[src/rtl/daa_pkg.sv]
package daa_pkg;
    parameter int W = 8;
    localparam int NW = W / 2;

    typedef struct packed {
        logic s;
        logic z;
        logic f5;
        logic h;
        logic f3;
        logic pv;
        logic n;
        logic c;
    } flags_t;

    typedef struct packed {
        logic         vld;
        logic [W-1:0] acc;
        flags_t       flg;
    } out_t;
endpackage

[src/rtl/daa_corr.sv]
module daa_corr
    import daa_pkg::*;
(
    input  logic [W-1:0] acc,
    input  logic         cy,
    input  logic         hc,
    output logic [W-1:0] corr,
    output logic         cy_out
);
    logic [NW-1:0] lo, hi;
    logic lo_big, hi_big, hi_ge9;

    always_comb begin
        lo     = acc[NW-1:0];
        hi     = acc[W-1:NW];
        lo_big = (lo >= NW'(10));
        hi_big = (hi >= NW'(10));
        hi_ge9 = (hi >= NW'(9));
        if (cy)
            corr = (!lo_big && !hc) ? 8'h60 : 8'h66;
        else if (lo_big)
            corr = (hi <= NW'(8)) ? 8'h06 : 8'h66;
        else if (hi_big)
            corr = hc ? 8'h66 : 8'h60;
        else
            corr = hc ? 8'h06 : 8'h00;
        cy_out = cy | (lo_big ? hi_ge9 : hi_big);
    end
endmodule

[src/rtl/daa_flags.sv]
module daa_flags
    import daa_pkg::*;
(
    input  logic [W-1:0] acc,
    input  logic [W-1:0] res,
    input  logic         hc,
    input  logic         sub,
    input  logic         cy_out,
    output flags_t       flg
);
    logic [NW-1:0] lo;

    always_comb begin
        lo     = acc[NW-1:0];
        flg.s  = res[W-1];
        flg.z  = (res == '0);
        flg.f5 = res[5];
        flg.f3 = res[3];
        flg.pv = ~^res;
        flg.n  = sub;
        flg.h  = sub ? (hc && lo <= NW'(5)) : (lo >= NW'(10));
        flg.c  = cy_out;
    end
endmodule

[src/rtl/daa_unit.sv]
module daa_unit
    import daa_pkg::*;
(
    input  logic         clk,
    input  logic         rst_n,
    input  logic         in_valid,
    input  logic [7:0]   acc_in,
    input  logic         cy_in,
    input  logic         hc_in,
    input  logic         sub_in,
    output logic         out_valid,
    output logic [7:0]   acc_out,
    output logic [7:0]   flags_out
);
    logic [W-1:0] corr, res;
    logic         cy_o;
    flags_t       flg;
    out_t         st_d, st_q;

    daa_corr u_corr (.acc(acc_in), .cy(cy_in), .hc(hc_in), .corr(corr), .cy_out(cy_o));

    always_comb res = sub_in ? (acc_in - corr) : (acc_in + corr);

    daa_flags u_flags (.acc(acc_in), .res(res), .hc(hc_in), .sub(sub_in),
                       .cy_out(cy_o), .flg(flg));

    always_comb begin
        st_d     = st_q;
        st_d.vld = in_valid;
        if (in_valid) begin
            st_d.acc = res;
            st_d.flg = flg;
        end
    end

    always_ff @(posedge clk) begin
        if (!rst_n) st_q <= '0;
        else        st_q <= st_d;
    end

    assign out_valid = st_q.vld;
    assign acc_out   = st_q.acc;
    assign flags_out = st_q.flg;

    AST_VALID_LATENCY: assert property (@(posedge clk) disable iff (!rst_n)
        in_valid |=> out_valid);
    AST_HOLD: assert property (@(posedge clk) disable iff (!rst_n)
        !in_valid |=> ($stable(acc_out) && $stable(flags_out)));
    AST_SIGN_ZERO: assert property (@(posedge clk) disable iff (!rst_n)
        out_valid |-> (flags_out[7] == acc_out[7] && flags_out[6] == (acc_out == 8'h00)));
    AST_PARITY: assert property (@(posedge clk) disable iff (!rst_n)
        out_valid |-> (flags_out[2] == ~^acc_out));
    AST_XY_COPY: assert property (@(posedge clk) disable iff (!rst_n)
        out_valid |-> (flags_out[5] == acc_out[5] && flags_out[3] == acc_out[3]));
    AST_CARRY_STICKY: assert property (@(posedge clk) disable iff (!rst_n)
        (in_valid && cy_in) |=> flags_out[0]);
    AST_N_PASS: assert property (@(posedge clk) disable iff (!rst_n)
        in_valid |=> (flags_out[1] == $past(sub_in)));
endmodule

[config.mk]
export PLATFORM = sky130hd
export DESIGN_NAME = daa_unit
export DESIGN_NICKNAME = d
export VERILOG_FILES = /design/src/rtl/daa_pkg.sv /design/src/rtl/daa_corr.sv /design/src/rtl/daa_flags.sv /design/src/rtl/daa_unit.sv
export SDC_FILE = /design/constraint.sdc
export NUM_CORES = 1
export LEC_CHECK = 0
export ABC_AREA = 1
export BUFFER_PORTS_ARGS = -buffer_cell sky130_fd_sc_hd__clkbuf_2
export CORE_ASPECT_RATIO = 0.5
export CORE_MARGIN = 2
export CORE_UTILIZATION = 35
export CTS_BUF_LIST = sky130_fd_sc_hd__clkbuf_8
export CTS_CLUSTER_SIZE = 30
export DETAILED_ROUTE_END_ITERATION = 10
export GPL_TIMING_DRIVEN = 0
export PLACE_DENSITY = 0.68
export SLEW_MARGIN = 20
export SYNTH_ARGS = -nofsm -noshare
export SYNTH_HDL_FRONTEND = slang
export SYNTH_SLANG_ARGS = --single-unit
[constraint.sdc]
create_clock -name clk -period 3.4 [get_ports clk]
set_input_delay 0.34 -clock clk [delete_from_list [all_inputs] [get_ports clk]]
set_output_delay 0.34 -clock clk [all_outputs]
set_load 0.03 [all_outputs]
==> impl_metrics.json <==
{
  "cts_resized": 0,
  "fin_nets": 231,
  "finalMaxSlewViolations": 0,
  "drtAntennaViolNets": 0,
  "first_pass_iters": 4,
  "core_area_um2": 3048,
  "slowest_delay_ps": 340,
  "fillCellCount": 321,
  "stdcell_area_um2": 1378,
  "clock_latency_ps": 240,
  "grt-ovfl-total": 0,
  "cts.sinks": 14,
  "place_hpwl_mm": 2.003,
  "gp_congestion": 0.8343,
  "p_leak_nw": 0.8234,
  "synth_top_area_share_pct": 24.56,
  "cp_max_fo": 5,
  "slowest_stage": "ha_1",
  "postCtsHoldBufs": 0,
  "synth_area_leader_cell": "dfxtp_1",
  "max_cap_viol_count": 0,
  "cts-root-buf": "clkbuf_8",
  "synth-edff-count": 0,
  "hold_depth": 3,
  "syn_to_final_growth_pct": 20.72,
  "crit_cells": 18,
  "ys_types": 26,
  "timing.final.ws_setup_ps": 408.0,
  "clock_path_buffers": 2,
  "hold_violations": 0,
  "dieHeight_um": 44.38,
  "critPathLaunchType": "input port",
  "async_reset_ff_share_pct": 0,
  "syn_nets": 197,
  "critPathTopFamily": "adder cells",
  "period_share_pct": 88.00,
  "rows": 14,
  "grt_pass1_wl_mm": 3.739,
  "tritoncts": "done",
  "drt-total-wl_mm": 2.354,
  "yosys_warnings": 0,
  "fmax_ghz": 0.3342,
  "tightest_slew_ps": 231.5,
  "timing.setup.tns_ps": 0,
  "r2r_cells": 4,
  "status": "finished, final reports clean",
  "routedWlPerCell_um": 9.808,
  "vias_per_cell": 4.400,
  "dieWidth_um": 84.75,
  "drive_above_1_share_pct": 24.50,
  "worst-path-buf-inv": 4,
  "initialDrtViolationCount": 34,
  "syn_area_per_cell_um2": 6.792,
  "ys_seq_area_share_pct": 24.56,
  "synthCells": 168,
  "antenna_found_initial": 0,
  "htreeDepth": 1,
  "cts_buffers": 3,
  "hold_class": "input port to flop",
  "criticalPathCategory": "input port to flop",
  "grt_pass1_vias": 861,
  "yosysMostFrequentCell": "nand2_1",
  "ys.flop_type": "dfxtp_1",
  "post_cts_buffers": 0,
  "port_buffers": 29,
  "drc": 0,
  "ioPinCount": 31,
  "syn_area_um2": 1141,
  "crit_chain": "clkbuf_2 -> o21a_1 -> nor2_1 -> inv_1 -> ha_1 -> nand2_1 -> nand2_1 -> ha_1 -> nand2_1 -> inv_1 -> a21oi_2 -> nand3_2 -> and2_1 -> ha_1 -> xnor2_1 -> xnor2_1 -> o21ai_1 -> inv_1",
  "die-area_um2": 3761,
  "start_util_pct": 37.44,
  "cp-end-kind": "flop",
  "p_per_area_nw_per_um2": 434.4,
  "crit_required_ps": 3540,
  "yosys-top-cells-count": "34 x nand2_1, 31 x inv_1, 18 x nor2_1",
  "n_antenna_cell": 0,
  "grt_usage_pct": 12.65,
  "grt_max_degree": 11,
  "skew_ps": 0,
  "synthTopCellsByArea": "dfxtp_1 25%, ha_1 16%, nand2_1 11%",
  "setup-violations-final": 0,
  "ir_worst_vdd_v": 0.0001901,
  "path_clk_slew_ps": 50,
  "grt_setup_unrepaired": "false",
  "num_vias": 1056,
  "placed_area_um2": 1336,
  "total_power_mw": 0.5984,
  "ys_ff_latch": 14,
  "slew_headroom_pct": 84.51,
  "preCtsSetupSlack_ps": 145.9,
  "period_needed_ps": 2992,
  "cp_data_arrival_time_ps": 3130
}
metrics by stage:
step,cells,hold WS [ps],utilization [%]
after global routing,240,376.6,45.20
final,240,355.0,45.20
after floorplan,168,497.7,-
after global placement,237,462.7,43.84
after detailed placement,237,476.0,43.84
after CTS,240,350.9,45.20
cell usage in the layout (no fill, tap or decap):
master and count:
and2_1 4, inv_1 31, o21a_1 1, nor2_2 2, nand2_1 34, nor2_1 18
ha_1 15, nand3b_2 1, xor2_1 2, nand4_1 1, nor2_4 1, dfxtp_1 14
nand3_2 2, clkbuf_8 4, nand2_2 2, o21ai_0 7, nand3_1 10, inv_2 2
a21oi_2 1, buf_4 4, o211ai_1 2, o21ai_1 2, or2_1 1, a21oi_1 6
xnor2_1 3, clkbuf_2 30
worst register-to-register path: cells and delay by family, from the launching register on:
| family | cells | cell delay [ps] |
|---|---|---|
| AO/OA/AOI/OAI | 1 | 70 |
| buffers and inverters | 1 | 40 |
| flip-flops | 1 | 320 |
| AND/OR/NAND/NOR | 2 | 160 |
final cells by class:
type                       instances  area (um^2)  share of cell area [%]
multi-input combinational        115        688.2                   49.95
tap                               40        50.05                   3.633
sequential                        14        280.3                   20.35
timing repair buffer              29        145.1                   10.54
buffer                             6        48.80                   3.542
inverter                          33        123.9                   8.992
clock buffer                       3        41.29                   2.997
worst paths after layout:
kind / startpoint / endpoint / slack, ps
min: acc_in[0] / acc_out[0] / 360
max reg2reg: acc_out[3] / acc_out[3] / 2710
max: acc_in[2] / flags_out[2] / 410
min reg2reg: acc_out[2] / acc_out[2] / 480
layer usage:
metal	vias up	routed length [um]	track usage (%)	part of all wire, %
met4	0	38	5.714	1.6
met1	452	1280	18.15	54
met5	-	0	0	0
met2	18	951	18.74	40
li1	581	-	-	-
met3	5	83	2.239	3.5
cell families after synthesis:
group	synth area share, %
adder cells (fa/ha/maj)	16.45
XOR/XNOR	3.838
buffers and inverters	15.13
flip-flops	24.56
AND/OR/NAND/NOR	30.70
AO/OA/AOI/OAI	9.320
power by group:
part	switching [mW]	total (mW)	leakage (nW)	internal, mW
Clock	0.0544	0.133	0.0216	0.0782
Sequential	0.00939	0.192	0.116	0.183
Combinational	0.165	0.274	0.685	0.108
sequential cells by signal (all words and copies together) (netlist names):
register   cells
acc_out        8
out_valid      1
flags_out      5
Note: power is estimated with default switching activity, not from simulation.
